===== src/rtl/sram_strobe_pkg.sv =====
package sram_strobe_pkg;

   typedef enum logic [2:0] {
      PH_IDLE  = 3'd0,
      PH_READ  = 3'd1,
      PH_TURN  = 3'd2,
      PH_WRITE = 3'd3,
      PH_WHOLD = 3'd4
   } phase_e;

   // Whole clock cycles covering a minimum time, never below one.
   function automatic int ns_to_cycles(input int t_ns, input int clk_ns);
      int c;
      c = (t_ns + clk_ns - 1) / clk_ns;
      if (c < 1) c = 1;
      return c;
   endfunction

   function automatic int imax(input int a, input int b);
      return (a > b) ? a : b;
   endfunction

endpackage


===== src/rtl/sram_phase_timer.sv =====
module sram_phase_timer #(
   parameter int CNT_W = 3
) (
   input  logic             clk,
   input  logic             rst_n,
   input  logic             load,
   input  logic [CNT_W-1:0] load_val,
   output logic             expired
);

   logic [CNT_W-1:0] cnt_q;

   always_ff @(posedge clk or negedge rst_n) begin
      if (!rst_n)              cnt_q <= '0;
      else if (load)           cnt_q <= load_val;
      else if (cnt_q != '0)    cnt_q <= cnt_q - 1'b1;
   end

   assign expired = (cnt_q == '0);

endmodule


===== src/rtl/sram_strobe_fsm.sv =====
module sram_strobe_fsm
   import sram_strobe_pkg::*;
#(
   parameter int CNT_W  = 3,
   parameter int RD_CYC = 4,
   parameter int WP_CYC = 3,
   parameter int WH_CYC = 1,
   parameter int TA_CYC = 2
) (
   input  logic   clk,
   input  logic   rst_n,
   input  logic   req,
   input  logic   wr,
   output phase_e phase_q,
   output phase_e phase_nxt,
   output logic   accept,
   output logic   capture,
   output logic   finish
);

   localparam logic [CNT_W-1:0] RD_LD = CNT_W'(RD_CYC - 1);
   localparam logic [CNT_W-1:0] WP_LD = CNT_W'(WP_CYC - 1);
   localparam logic [CNT_W-1:0] WH_LD = CNT_W'(WH_CYC - 1);
   localparam logic [CNT_W-1:0] TA_LD = CNT_W'(TA_CYC - 1);

   logic             tmr_load;
   logic [CNT_W-1:0] tmr_val;
   logic             tmr_done;

   sram_phase_timer #(.CNT_W(CNT_W)) u_timer (
      .clk      (clk),
      .rst_n    (rst_n),
      .load     (tmr_load),
      .load_val (tmr_val),
      .expired  (tmr_done)
   );

   always_comb begin
      phase_nxt = phase_q;
      tmr_load  = 1'b0;
      tmr_val   = '0;
      accept    = 1'b0;
      capture   = 1'b0;
      finish    = 1'b0;
      unique case (phase_q)
         PH_IDLE: begin
            if (req) begin
               accept    = 1'b1;
               tmr_load  = 1'b1;
               phase_nxt = wr ? PH_WRITE : PH_READ;
               tmr_val   = wr ? WP_LD : RD_LD;
            end
         end
         PH_READ: begin
            if (tmr_done) begin
               capture   = 1'b1;
               tmr_load  = 1'b1;
               tmr_val   = TA_LD;
               phase_nxt = PH_TURN;
            end
         end
         PH_TURN: begin
            if (tmr_done) begin
               finish    = 1'b1;
               phase_nxt = PH_IDLE;
            end
         end
         PH_WRITE: begin
            if (tmr_done) begin
               tmr_load  = 1'b1;
               tmr_val   = WH_LD;
               phase_nxt = PH_WHOLD;
            end
         end
         PH_WHOLD: begin
            if (tmr_done) begin
               finish    = 1'b1;
               phase_nxt = PH_IDLE;
            end
         end
         default: phase_nxt = PH_IDLE;
      endcase
   end

   always_ff @(posedge clk or negedge rst_n) begin
      if (!rst_n) phase_q <= PH_IDLE;
      else        phase_q <= phase_nxt;
   end

endmodule


===== src/rtl/sram_strobe_ctrl.sv =====
module sram_strobe_ctrl
   import sram_strobe_pkg::*;
#(
   parameter int ADDR_W    = 15,
   parameter int DATA_W    = 8,
   parameter int CLK_NS    = 20,
   parameter int T_RC_NS   = 70,
   parameter int T_AA_NS   = 70,
   parameter int T_DOE_NS  = 35,
   parameter int T_HZOE_NS = 25,
   parameter int T_WC_NS   = 70,
   parameter int T_PWE_NS  = 50,
   parameter int T_SD_NS   = 30,
   parameter int T_AW_NS   = 60,
   parameter int T_SCE_NS  = 60
) (
   input  logic              clk,
   input  logic              rst_n,
   input  logic              host_req,
   input  logic              host_wr,
   input  logic [ADDR_W-1:0] host_addr,
   input  logic [DATA_W-1:0] host_wdata,
   output logic [DATA_W-1:0] host_rdata,
   output logic              host_done,
   output logic              mem_ce_n,
   output logic              mem_we_n,
   output logic              mem_oe_n,
   output logic [ADDR_W-1:0] mem_addr,
   output logic [DATA_W-1:0] mem_dout,
   output logic              mem_drv,
   input  logic [DATA_W-1:0] mem_din
);

   // Phase lengths in clock cycles.
   localparam int RD_CYC = imax(imax(ns_to_cycles(T_AA_NS, CLK_NS),
                                     ns_to_cycles(T_DOE_NS, CLK_NS)),
                                ns_to_cycles(T_RC_NS, CLK_NS));
   localparam int WP_CYC = imax(imax(ns_to_cycles(T_PWE_NS, CLK_NS),
                                     ns_to_cycles(T_SD_NS, CLK_NS)),
                                imax(ns_to_cycles(T_AW_NS, CLK_NS),
                                     ns_to_cycles(T_SCE_NS, CLK_NS)));
   localparam int WC_CYC = ns_to_cycles(T_WC_NS, CLK_NS);
   localparam int WH_CYC = imax(WC_CYC - WP_CYC, 1);
   localparam int TA_CYC = ns_to_cycles(T_HZOE_NS, CLK_NS);
   localparam int CNT_MAX = imax(imax(RD_CYC, WP_CYC), imax(WH_CYC, TA_CYC));
   localparam int CNT_W  = imax($clog2(CNT_MAX + 1), 1);

   // Elaboration-time parameter checks.
   if (ADDR_W < 1 || ADDR_W > 32) begin : g_bad_addr_w
      $error("sram_strobe_ctrl: ADDR_W out of range");
   end
   if (DATA_W < 1) begin : g_bad_data_w
      $error("sram_strobe_ctrl: DATA_W must be positive");
   end
   if (CLK_NS < 1) begin : g_bad_clk
      $error("sram_strobe_ctrl: CLK_NS must be positive");
   end

   phase_e phase_q, phase_nxt;
   logic   accept, capture, finish;

   sram_strobe_fsm #(
      .CNT_W  (CNT_W),
      .RD_CYC (RD_CYC),
      .WP_CYC (WP_CYC),
      .WH_CYC (WH_CYC),
      .TA_CYC (TA_CYC)
   ) u_fsm (
      .clk       (clk),
      .rst_n     (rst_n),
      .req       (host_req),
      .wr        (host_wr),
      .phase_q   (phase_q),
      .phase_nxt (phase_nxt),
      .accept    (accept),
      .capture   (capture),
      .finish    (finish)
   );

   // Strobes are registered from the next phase so they leave flops cleanly.
   logic nxt_sel, nxt_rd, nxt_wr, nxt_drv;
   assign nxt_sel = (phase_nxt == PH_READ) || (phase_nxt == PH_WRITE);
   assign nxt_rd  = (phase_nxt == PH_READ);
   assign nxt_wr  = (phase_nxt == PH_WRITE);
   assign nxt_drv = (phase_nxt == PH_WRITE) || (phase_nxt == PH_WHOLD);

   always_ff @(posedge clk or negedge rst_n) begin
      if (!rst_n) begin
         mem_ce_n  <= 1'b1;
         mem_oe_n  <= 1'b1;
         mem_we_n  <= 1'b1;
         mem_drv   <= 1'b0;
         host_done <= 1'b0;
      end else begin
         mem_ce_n  <= !nxt_sel;
         mem_oe_n  <= !nxt_rd;
         mem_we_n  <= !nxt_wr;
         mem_drv   <= nxt_drv;
         host_done <= finish;
      end
   end

   // Address and write data are loaded only at acceptance, so they stay
   // put through the hold phase.
   always_ff @(posedge clk or negedge rst_n) begin
      if (!rst_n) begin
         mem_addr <= '0;
         mem_dout <= '0;
      end else if (accept) begin
         mem_addr <= host_addr;
         mem_dout <= host_wdata;
      end
   end

   always_ff @(posedge clk or negedge rst_n) begin
      if (!rst_n)       host_rdata <= '0;
      else if (capture) host_rdata <= mem_din;
   end

   logic unused_phase;
   assign unused_phase = ^phase_q;

endmodule


===== config.mk =====
export PLATFORM = sky130hd
export DESIGN_NAME = sram_strobe_ctrl
export DESIGN_NICKNAME = d
export VERILOG_FILES = /design/src/rtl/sram_strobe_pkg.sv /design/src/rtl/sram_phase_timer.sv /design/src/rtl/sram_strobe_fsm.sv /design/src/rtl/sram_strobe_ctrl.sv
export SDC_FILE = /design/constraint.sdc
export NUM_CORES = 1
export LEC_CHECK = 0
export ABC_CLOCK_PERIOD_IN_PS = 2200
export BUFFER_PORTS_ARGS = -buffer_cell sky130_fd_sc_hd__buf_2
export CORE_MARGIN = 4
export CORE_UTILIZATION = 30
export DETAILED_ROUTE_END_ITERATION = 12
export HOLD_SLACK_MARGIN = 0.05
export PLACE_DENSITY_LB_ADDON = 0.15
export SLEW_MARGIN = 20
export SYNTH_ARGS = -nofsm -noshare
export SYNTH_HDL_FRONTEND = slang
export SYNTH_SLANG_ARGS = --single-unit

===== constraint.sdc =====
create_clock -name clk -period 2.2 [get_ports clk]
set_input_delay 0.22 -clock clk [delete_from_list [all_inputs] [get_ports clk]]
set_output_delay 0.22 -clock clk [all_outputs]
set_load 0.1 [all_outputs]

# == After elaboration in Yosys (flattened, before gate mapping) ==
# Index checks and enable logic that the tools add are counted.
# word_totals
latch_bits,0
memories,0
mem_bits_rw,0
reg_bits,42
wordCells,47
in_bits,35
mem_bits_ro,0
# classes
eq_ne,7
n_mul,0
magnitude_cmp,0
bitwise_logic,0
muxes,18
reduce_logical,11
shifts,0
n_div,0
add_sub_neg,1
# op_table
cell,count
two-way mux 3 bit,7
one-hot mux 3 bit (4 select lines),1
"== test 3 x 2 -> 1 bit, second input constant",3
two-way mux 1 bit,7
"== test 3 x 1 -> 1 bit, second input constant",2
"== test 3 bit, second input constant",2
zero test 3 bit,2
one-hot mux 3 bit (2 select lines),1
OR reduction 2 bit,2
zero test 1 bit,3
nonzero test 3 bit,1
"subtractor 3 x 1 -> 3 bit, second input constant",1
logical OR 1 bit,2
two-way mux 2 bit,1
one-hot mux 1 bit (2 select lines),1
nonzero test 2 bit,1

# == Longest topological paths before layout ==
# Gate-level depths: netlist of run 1.
# depth
word_depth,6
mapped_depth,6
depth_no_buf,5

# == Modules after synthesis ==
# Synthesis of run 1 repeated with hierarchy kept, for this count alone.
# unflattened
hier_cells,124
area_unflattened_um2,1747.9
# by_module_without_submodules
module,area_per_inst_um2,n_inst,cells_per_inst,seq_area_each_um2
sram_strobe_ctrl,1313.8,1,76,904.6
sram_strobe_fsm,232.7,1,27,75.1
sram_phase_timer,201.4,1,21,75.1

# == Least setup slack after synthesis of run 1 ==
# OpenSTA, ideal clock, no wires.
# synth_timing
path_kind,register to register
from,register u_fsm.u_timer.cnt_q[0]
to,register host_rdata[0]
path_slack_ps,586
arrival_time_ps,1488
t_required_ps,2075
path_stages_with_launch,7
synth_period_minus_slack_ps,1614
cell_sequence,dfrtp_1 -> inv_1 -> ha_1 -> nand2b_1 -> buf_6 -> nor3_4 -> mux2_2
# synth_via
elab_chain_cells,3
# synth_rtl
item,line,rtl
start: declaration,sram_phase_timer.sv:11,logic [CNT_W-1:0] cnt_q;
start signal: assignment,sram_phase_timer.sv:15,else if (load) cnt_q <= load_val;
start signal: assignment,sram_phase_timer.sv:16,else if (cnt_q != '0) cnt_q <= cnt_q - 1'b1;
zero test 3 bit,sram_phase_timer.sv:19,assign expired = (cnt_q == '0);
two-way mux 1 bit,sram_strobe_fsm.sv:55,if (tmr_done) begin
two-way mux 1 bit,sram_strobe_fsm.sv:45,unique case (phase_q)
end signal: assignment,sram_strobe_ctrl.sv:117,else if (capture) host_rdata <= mem_din;
end: declaration,sram_strobe_ctrl.sv:23,"output logic [DATA_W-1:0] host_rdata,"
# Every way passes these cells.
# A chain may end at the register's enable or synchronous reset.

# == Final worst setup path of run 1 ==
# layout_timing
from,register u_fsm.u_timer.cnt_q[0]
to,register host_rdata[4]
# The elaborated chain is that of the path after synthesis.

==> results of run 1 <==
## synth_stat cells, types with 2 or more instances
| cell type | number | area share |
|---|---|---|
| o21ai_0 | 2 | 0.0056 |
| nor3b_1 | 3 | 0.013 |
| ha_1 | 2 | 0.014 |
| nand3_1 | 4 | 0.011 |
| inv_1 | 4 | 0.0085 |
| mux2_2 | 31 | 0.20 |
| dfrtp_1 | 39 | 0.55 |
| dfstp_2 | 3 | 0.044 |
| nor2_1 | 4 | 0.0085 |
| buf_6 | 3 | 0.019 |
| a21oi_1 | 2 | 0.0056 |
## logic make-up after synthesis
logic type | synth area share
flops | 0.595
mux | 0.197
simple gates | 0.0945
compound gates | 0.0409
buf+inv | 0.0543
fa+ha+maj | 0.0141
xor+xnor | 0.00494
## worst max-delay path, cell delays in order (launching register included)
cell      delay (ns)
dfrtp_1         0.38
inv_1           0.10
ha_1            0.19
nand2b_1        0.21
nor3_4          0.44
mux2_2          0.39
## area by class of cell
| class | instances | area (um^2) |
|---|---|---|
| fill | 577 | 3380 |
| timing repair buffer | 72 | 365 |
| tap | 72 | 90.1 |
| multi-input combinational | 67 | 623 |
| inverter | 4 | 15.0 |
| sequential | 42 | 1050 |
| clock buffer | 8 | 80.1 |
## state kept, by name, summed over array words and instances (netlist names), 3 cells and up
name	flops
host_rdata	8
mem_addr	15
u_fsm.u_timer.cnt_q	3
mem_dout	8
u_fsm.phase_q	3
## through the flow
| stage | setup WS [ns] | instances | util | area, um^2 |
|---|---|---|---|---|
| 6_report | 0.371 | 265 | 0.397 | 2230 |
| 3_3_place_gp | 0.425 | 257 | 0.383 | 2150 |
| 2_1_floorplan | 0.586 | 120 | - | 1770 |
| 5_1_grt | 0.225 | 265 | 0.397 | 2230 |
| 3_5_place_dp | 0.329 | 257 | 0.383 | 2150 |
| 4_1_cts | 0.334 | 265 | 0.397 | 2230 |
## path summary, 6_finish.rpt
kind                                                    start                   endpoint  slack [ns]  depth (start not counted)
setup / recovery           u_fsm.u_timer.cnt_q[0]$_DFFE_PN0P_  host_rdata[4]$_DFFE_PN0N_        0.37                          5
max in group asynchronous                               rst_n    mem_dout[1]$_DFFE_PN0P_        1.58                          1
min in group clk                                host_wdata[4]    mem_dout[4]$_DFFE_PN0P_        0.16                          2
setup reg to reg           u_fsm.u_timer.cnt_q[0]$_DFFE_PN0P_  host_rdata[4]$_DFFE_PN0N_        0.37                          5
hold reg to reg                       mem_addr[4]$_DFFE_PN0P_    mem_addr[4]$_DFFE_PN0P_        0.50                          1
hold / removal                                          rst_n    mem_addr[6]$_DFFE_PN0P_        0.06                          1
## routing by layer
layer | share of wire | global-route usage | routed length, um | vias up
li1 | - | - | - | 564
met1 | 0.41 | 0.123 | 1400 | 566
met2 | 0.47 | 0.162 | 1600 | 58
met3 | 0.12 | 0.0553 | 403 | 3
met4 | 0.0079 | 0.0216 | 27 | 0
met5 | 0 | 0 | 0 | -
==> impl_metrics.csv, run 1 <==
group,metric,value,unit
outcome,run_status,"finished clean",
critical_path,cp_max_fo,8,
synth,synth-async-reset-ratio,1.00,
detailed_routing,wire_per_inst,13.0,um
cts,cts_resized,0,
cts,insertion_delay,0.28,ns
cts,cts_buffer_depth,2,
critical_path,worst_setup_path_end_kind,"flop",
critical_path,path_class,"flop to flop",
job,cap_violations,0,
sta,hold_viol,0,
final_layout,drive_gt1_frac,0.596,
final_layout,antennaDiodeCount,0,
final_layout,finalNetCount,229,
sta,rsz0062_at_grt,"no",
cts,cts_hold_buf,0,
final_layout,mostFrequentLayoutCells,"buf_2, dfrtp_1, mux2_2, clkbuf_8",
detailed_routing,drc,0,
synth,syn_inst,120,
critical_path,worstPathArrival,2.00,ns
floorplan,die_w,84.9,um
grt,antenna_found_initial,0,
place,portBuffers,70,
place,dpl.hpwl,2630,um
sta,min_period,1.83,ns
floorplan,initial_core_util,0.316,
sta,min_period_over_period,0.832,
synth,syn-num-nets,157,
cts,cts_tree,"built",
sta,slew_viol_final,0,
detailed_routing,detail-route-antenna-nets,0,
floorplan,fp.dieH,84.9,um
synth,yosysUniqueCellTypes,34,
cts,cts_setup_buffers,0,
sta,finalClockSkew,0.00519,ns
synth,synth_edf_count,0,
detailed_routing,routed_wl,3440,um
grt,grt_pass1_wl,5910,um
sta,slew_headroom,0.402,
synth,ys_seq_elements,42,
cts,cts-buffers-inserted,5,
detailed_routing,drt-initial-drc-count,81,
grt,gr-total-overflow,0,
detailed_routing,vias_per_cell,4.49,
sta,timing.fmax,547,MHz
grt,grt_max_degree,43,
cts,path_clk_slew,0.07,ns
grt,grt_usage,0.102,
grt,grt_pass1_vias,1216,
place,place.gp.congestion,0.792,
critical_path,crit_required,2.37,ns
cts,root_buffer,"clkbuf_8",
floorplan,rows,27,
synth,syn_area,0.00177,mm^2
floorplan,core,0.00561,mm^2
synth,syn_avg_cell_area,14.8,um^2
floorplan,pin_count,71,
sta,tns,0,ns
floorplan,die_area,0.00721,mm^2
cts,clock_sinks,42,
sta,tightest_slew,0.897,ns
final_layout,areaGrowthSynthToFinish,25.6,%
synth,yosys_warnings,0,
hold_path,hold_path_class,"input port to async pin",
cts,h-tree-depth,2,
synth,synth-main-ff-cell,"dfrtp_1",
final_layout,final_common_cell,"buf_2",
detailed_routing,dr.pass1.iters,4,
detailed_routing,vias,1191,
sta,setup_viol_count_final,0,
synth,yosysSeqAreaShare,0.594,
critical_path,cp-start-kind,"flop",
sta,hold_slack,0.0649,ns
Power of run 1 is left out: the tool's default activity adds up to more than one toggle a clock period on the data nets, which glitch-free logic cannot reach.
==> run 2: changes to the inputs <==
--- a/config.mk
+++ b/config.mk
@@ -5,7 +5,7 @@
 export SDC_FILE = /design/constraint.sdc
 export NUM_CORES = 1
 export LEC_CHECK = 0
-export ABC_CLOCK_PERIOD_IN_PS = 2200
+export ABC_CLOCK_PERIOD_IN_PS = 1650
 export BUFFER_PORTS_ARGS = -buffer_cell sky130_fd_sc_hd__buf_2
 export CORE_MARGIN = 4
 export CORE_UTILIZATION = 30
==> constraint.sdc (replaced) <==
create_clock -name clk -period 1.65 [get_ports clk]
set_input_delay 0.165 -clock clk [delete_from_list [all_inputs] [get_ports clk]]
set_output_delay 0.165 -clock clk [all_outputs]
set_load 0.1 [all_outputs]
==> run 2 against run 1 <==
Against the previous run:
- maximum frequency increased by 18%
- utilization increased by 1.8 points
- sequential cell count unchanged
- global-route usage increased by 0.35 points
- worst setup slack got worse by 0.27 ns
- highest routed layer unchanged
==> impl_metrics.csv, run 2 (synthesized netlist as in run 1, its figures left out) <==
group,metric,value,unit
outcome,run_status,"finished clean",
critical_path,r2r_setup_slack,0.10,ns
sta,min_period_over_period,0.937,
place,place.gp.congestion,0.732,
cts,cts_buffer_depth,2,
floorplan,initial_core_util,0.316,
place,portBuffers,70,
cts,root_buffer,"clkbuf_8",
critical_path,crit_path_max_incr_delay,0.49,ns
critical_path,critical_path.top_delay_family,"flip-flops",
critical_path,crit_chain,"nor4b_4 > buf_4 > mux2_2",
floorplan,fp.dieH,84.9,um
cts,cts_tree,"built",
final_layout,finalNetCount,237,
detailed_routing,vias,1217,
final_layout,final_cells,273,
final_layout,mostFrequentLayoutCells,"buf_2, dfrtp_1, mux2_2, buf_4, clkbuf_8",
cts,clock_sinks,42,
final_layout,reg.largest.list,"mem_addr x15, host_rdata x8, mem_dout x8",
critical_path,reg2reg_to,"mem_dout[5]$_DFFE_PN0P_",
grt,gr-total-overflow,0,
detailed_routing,dr.pass1.iters,4,
final_layout,top_register,"mem_addr",
critical_path,worst_setup_path_end_kind,"flop",
detailed_routing,vias_per_cell,4.46,
detailed_routing,drt-initial-drc-count,74,
final_layout,final_common_cell,"buf_2",
grt,grt_usage,0.105,
sta,hold_viol,0,
job,cap_violations,0,
floorplan,core,0.00561,mm^2
critical_path,crit_start,"u_fsm.phase_q[0]$_DFF_PN0_",
cts,h-tree-depth,2,
sta,setup_viol_count_final,0,
critical_path,r2r_start,"u_fsm.phase_q[0]$_DFF_PN0_",
final_layout,areaGrowthSynthToFinish,31.2,%
cts,path_clk_slew,0.08,ns
floorplan,die_w,84.9,um
cts,cts-buffers-inserted,5,
critical_path,cp_max_fo,14,
floorplan,rows,27,
sta,rsz0062_at_grt,"yes",
grt,grt_max_degree,18,
critical_path,crit_required,1.82,ns
sta,finalClockSkew,0.00650,ns
final_layout,largest_reg_flops,15,
grt,grt_pass1_wl,6060,um
floorplan,die_area,0.00721,mm^2
critical_path,cp_num_cells,3,
detailed_routing,routed_wl,3570,um
critical_path,cpMaxStageDelayCell,"dfrtp_1",
sta,timing.fmax,647,MHz
critical_path,path_class,"flop to flop",
sta,slew_viol_final,0,
detailed_routing,detail-route-antenna-nets,0,
critical_path,crit_buf_inv,1,
grt,grt_pass1_vias,1298,
hold_path,hold_path_class,"input port to flop",
critical_path,endpoint,"mem_dout[5]$_DFFE_PN0P_",
final_layout,antennaDiodeCount,0,
sta,min_period,1.55,ns
critical_path,reg2regPathDepth,3,
sta,tightest_slew,0.491,ns
grt,antenna_found_initial,0,
place,dpl.hpwl,2820,um
detailed_routing,drc,0,
detailed_routing,wire_per_inst,13.1,um
critical_path,cp-start-kind,"flop",
final_layout,drive_gt1_frac,0.632,
floorplan,pin_count,71,
cts,insertion_delay,0.28,ns
place,dp.cells,264,
critical_path,worstPathArrival,1.71,ns
sta,slew_headroom,0.675,
## run 2: worst min path at each step
| stage | cells past startpoint | slack (ns) | start | end |
|---|---|---|---|---|
| 2_1_floorplan | 0 | -0.13 | rst_n | host_done$_DFF_PN0_ |
| 4_1_cts | 2 | 0.09 | mem_din[4] | host_rdata[4]$_DFFE_PN0N_ |
| 5_1_grt | 2 | 0.09 | host_addr[10] | mem_addr[10]$_DFFE_PN0P_ |
| 3_5_place_dp | 1 | 0.07 | rst_n | host_done$_DFF_PN0_ |
| 3_3_place_gp | 1 | 0.06 | rst_n | host_done$_DFF_PN0_ |
| 6_report | 2 | 0.10 | mem_din[4] | host_rdata[4]$_DFFE_PN0N_ |
## run 2: metrics by stage
stage	setup slack, ns	hold WS (ns)	util	TNS, ns	cell area, um^2
floorplan	0.0364	-0.131	-	0	1770
global placement	0.101	0.0634	0.395	0	2210
detailed placement	0.0298	0.0734	0.395	0	2210
CTS	0.0124	0.0922	0.413	0	2310
global route	-0.0104	0.0933	0.415	-0.0386	2330
finish	0.104	0.104	0.415	0	2330
## run 2: what timing repair did
item,4_1_cts,5_1_grt
buffers inserted,0,0
gates resized for setup,0,3
hold buffers,1,0
hold endpoints to repair,11,0
endpoints found under the setup margin,0,16
## run 2: layout make-up
type / count / area, um^2
multi-input combinational: 67 / 636
fill: 558 / 3280
clock buffer: 7 / 86.3
sequential: 42 / 1050
timing repair buffer: 80 / 440
tap: 72 / 90.1
clock inverter: 1 / 5.00
inverter: 4 / 15.0
## run 2: worst register-to-register path, stage by stage (launching register included)
cell and delay [ns]:
dfrtp_1 0.49, nor4b_4 0.31, buf_4 0.27, mux2_2 0.36
## run 2: routing by layer
layer	track usage	wire [um]
met1	0.118	1460
met2	0.184	1710
met3	0.0456	359
met4	0.0259	35
met5	0	0
Power of run 2 is left out for the same reason.
==> run 3: changes to the inputs <==
--- a/config.mk
+++ b/config.mk
@@ -12,6 +12,7 @@
 export DETAILED_ROUTE_END_ITERATION = 12
 export HOLD_SLACK_MARGIN = 0.05
 export PLACE_DENSITY_LB_ADDON = 0.15
+export SETUP_SLACK_MARGIN = 0.5
 export SLEW_MARGIN = 20
 export SYNTH_ARGS = -nofsm -noshare
 export SYNTH_HDL_FRONTEND = slang
==> run 3 against run 2 <==
Against the previous run:
- first-iteration DRC count fell by 4.1%
- utilization increased by 12 points
- worst hold slack improved by 0.0057 ns
==> impl_metrics.csv, run 3 (synthesized netlist as in run 1, its figures left out) <==
group,metric,value,unit
hold_path,hold_path_class,"input port to flop",
floorplan,initial_core_util,0.316,
detailed_routing,vias,1338,
final_layout,areaGrowthSynthToFinish,68.6,%
floorplan,core,0.00561,mm^2
critical_path,cp-start-kind,"flop",
cts,h-tree-depth,2,
final_layout,antennaDiodeCount,0,
cts,cts_tree,"built",
detailed_routing,wire_per_inst,15.2,um
grt,grt_pass1_wl,7240,um
cts,cts_buffer_depth,2,
floorplan,fp.dieH,84.9,um
sta,min_period_over_period,0.904,
place,dpl.hpwl,2910,um
critical_path,path_class,"flop to flop",
critical_path,cp_max_fo,9,
cts,clock_sinks,42,
final_layout,drive_gt1_frac,0.748,
sta,timing.fmax,671,MHz
sta,slew_headroom,0.671,
place,place_area,0.00234,mm^2
cts,cts-buffers-inserted,5,
detailed_routing,drc,0,
final_layout,design_area,0.00299,mm^2
final_layout,largest_reg_flops,15,
detailed_routing,drt-initial-drc-count,71,
critical_path,crit_required,1.82,ns
final_layout,reg.largest.list,"mem_addr x15, host_rdata x8, mem_dout x8",
sta,setup_viol_count_final,0,
sta,min_period,1.49,ns
place,place.gp.congestion,0.745,
critical_path,worstPathArrival,1.66,ns
grt,grt_max_degree,23,
floorplan,pin_count,71,
sta,hold_slack,0.110,ns
sta,tns,0,ns
final_layout,final_util,0.533,
sta,finalClockSkew,0.00305,ns
grt,grt_pass1_vias,1536,
grt,gr-total-overflow,0,
final_layout,finalNetCount,258,
final_layout,mostFrequentLayoutCells,"buf_4, dfrtp_1, buf_2, mux2_4, buf_6",
detailed_routing,dr.pass1.iters,2,
grt,grt_usage,0.126,
job,cap_violations,0,
final_layout,top_register,"mem_addr",
place,portBuffers,70,
detailed_routing,detail-route-antenna-nets,0,
cts,insertion_delay,0.28,ns
outcome,run_status,"finished clean",
floorplan,die_w,84.9,um
detailed_routing,vias_per_cell,4.55,
detailed_routing,routed_wl,4480,um
floorplan,rows,27,
sta,slew_viol_final,0,
sta,rsz0062_at_grt,"yes",
cts,root_buffer,"clkbuf_8",
cts,path_clk_slew,0.07,ns
grt,antenna_found_initial,0,
sta,tightest_slew,0.494,ns
sta,hold_viol,0,
critical_path,worst_setup_path_end_kind,"flop",
floorplan,die_area,0.00721,mm^2
final_layout,final_common_cell,"buf_4",
## run 3: cell count changes in the layout (fill, tap and decap cells not counted), sizes merged
cell	change
buf	+21
## run 3: metal layers
layer	track usage	part of all wire	vias up
met1	0.143	0.39	661
met3	0.0388	0.067	7
met4	0.0489	0.014	0
li1	-	-	623
met2	0.221	0.53	47
met5	0	0	-
## run 3: critical path, cell delays in order, from the launching register on
cell     delay (ns)
dfrtp_2        0.43
nor4b_4        0.29
buf_6          0.20
buf_12         0.16
mux2_4         0.30
## run 3: worst paths after layout
path,from,endpoint,slack [ns],depth (start not counted)
max,u_fsm.phase_q[0]$_DFF_PN0_,mem_dout[2]$_DFFE_PN0P_,0.16,4
min,host_addr[5],mem_addr[5]$_DFFE_PN0P_,0.11,2
max reg2reg,u_fsm.phase_q[0]$_DFF_PN0_,mem_dout[2]$_DFFE_PN0P_,0.16,4
min reg2reg,mem_dout[4]$_DFFE_PN0P_,mem_dout[4]$_DFFE_PN0P_,0.52,1
max in group asynchronous,rst_n,mem_ce_n$_DFF_PN1_,0.70,3
min in group asynchronous,rst_n,mem_dout[2]$_DFFE_PN0P_,0.38,2
## run 3: per-stage QoR
stage / setup slack, ns / instances
final: 0.159 / 294
after global routing: 0.128 / 294
after CTS: 0.162 / 288
after detailed placement: 0.0578 / 263
after global placement: 0.116 / 263
after floorplan: 0.113 / 120
## run 3: timing repair
item / CTS / global route
hold buffers: 1 / 0
pin swaps: 11 / 6
endpoints found under the hold margin: 20 / 0
gates cloned: 2 / 0
buffers inserted: 14 / 6
resized for setup: 82 / 19
endpoints found under the setup margin: 78 / 55
## run 3: cell type report
type | count | area (um^2)
well taps | 72 | 90.1
clock buffers | 7 | 86.3
inverters | 4 | 15.0
multi-input cells | 67 | 871
flip-flops and latches | 42 | 1060
repair buffers | 101 | 867
fillers | 481 | 2620
clock inverters | 1 | 5.00
Power of run 3 is left out for the same reason.
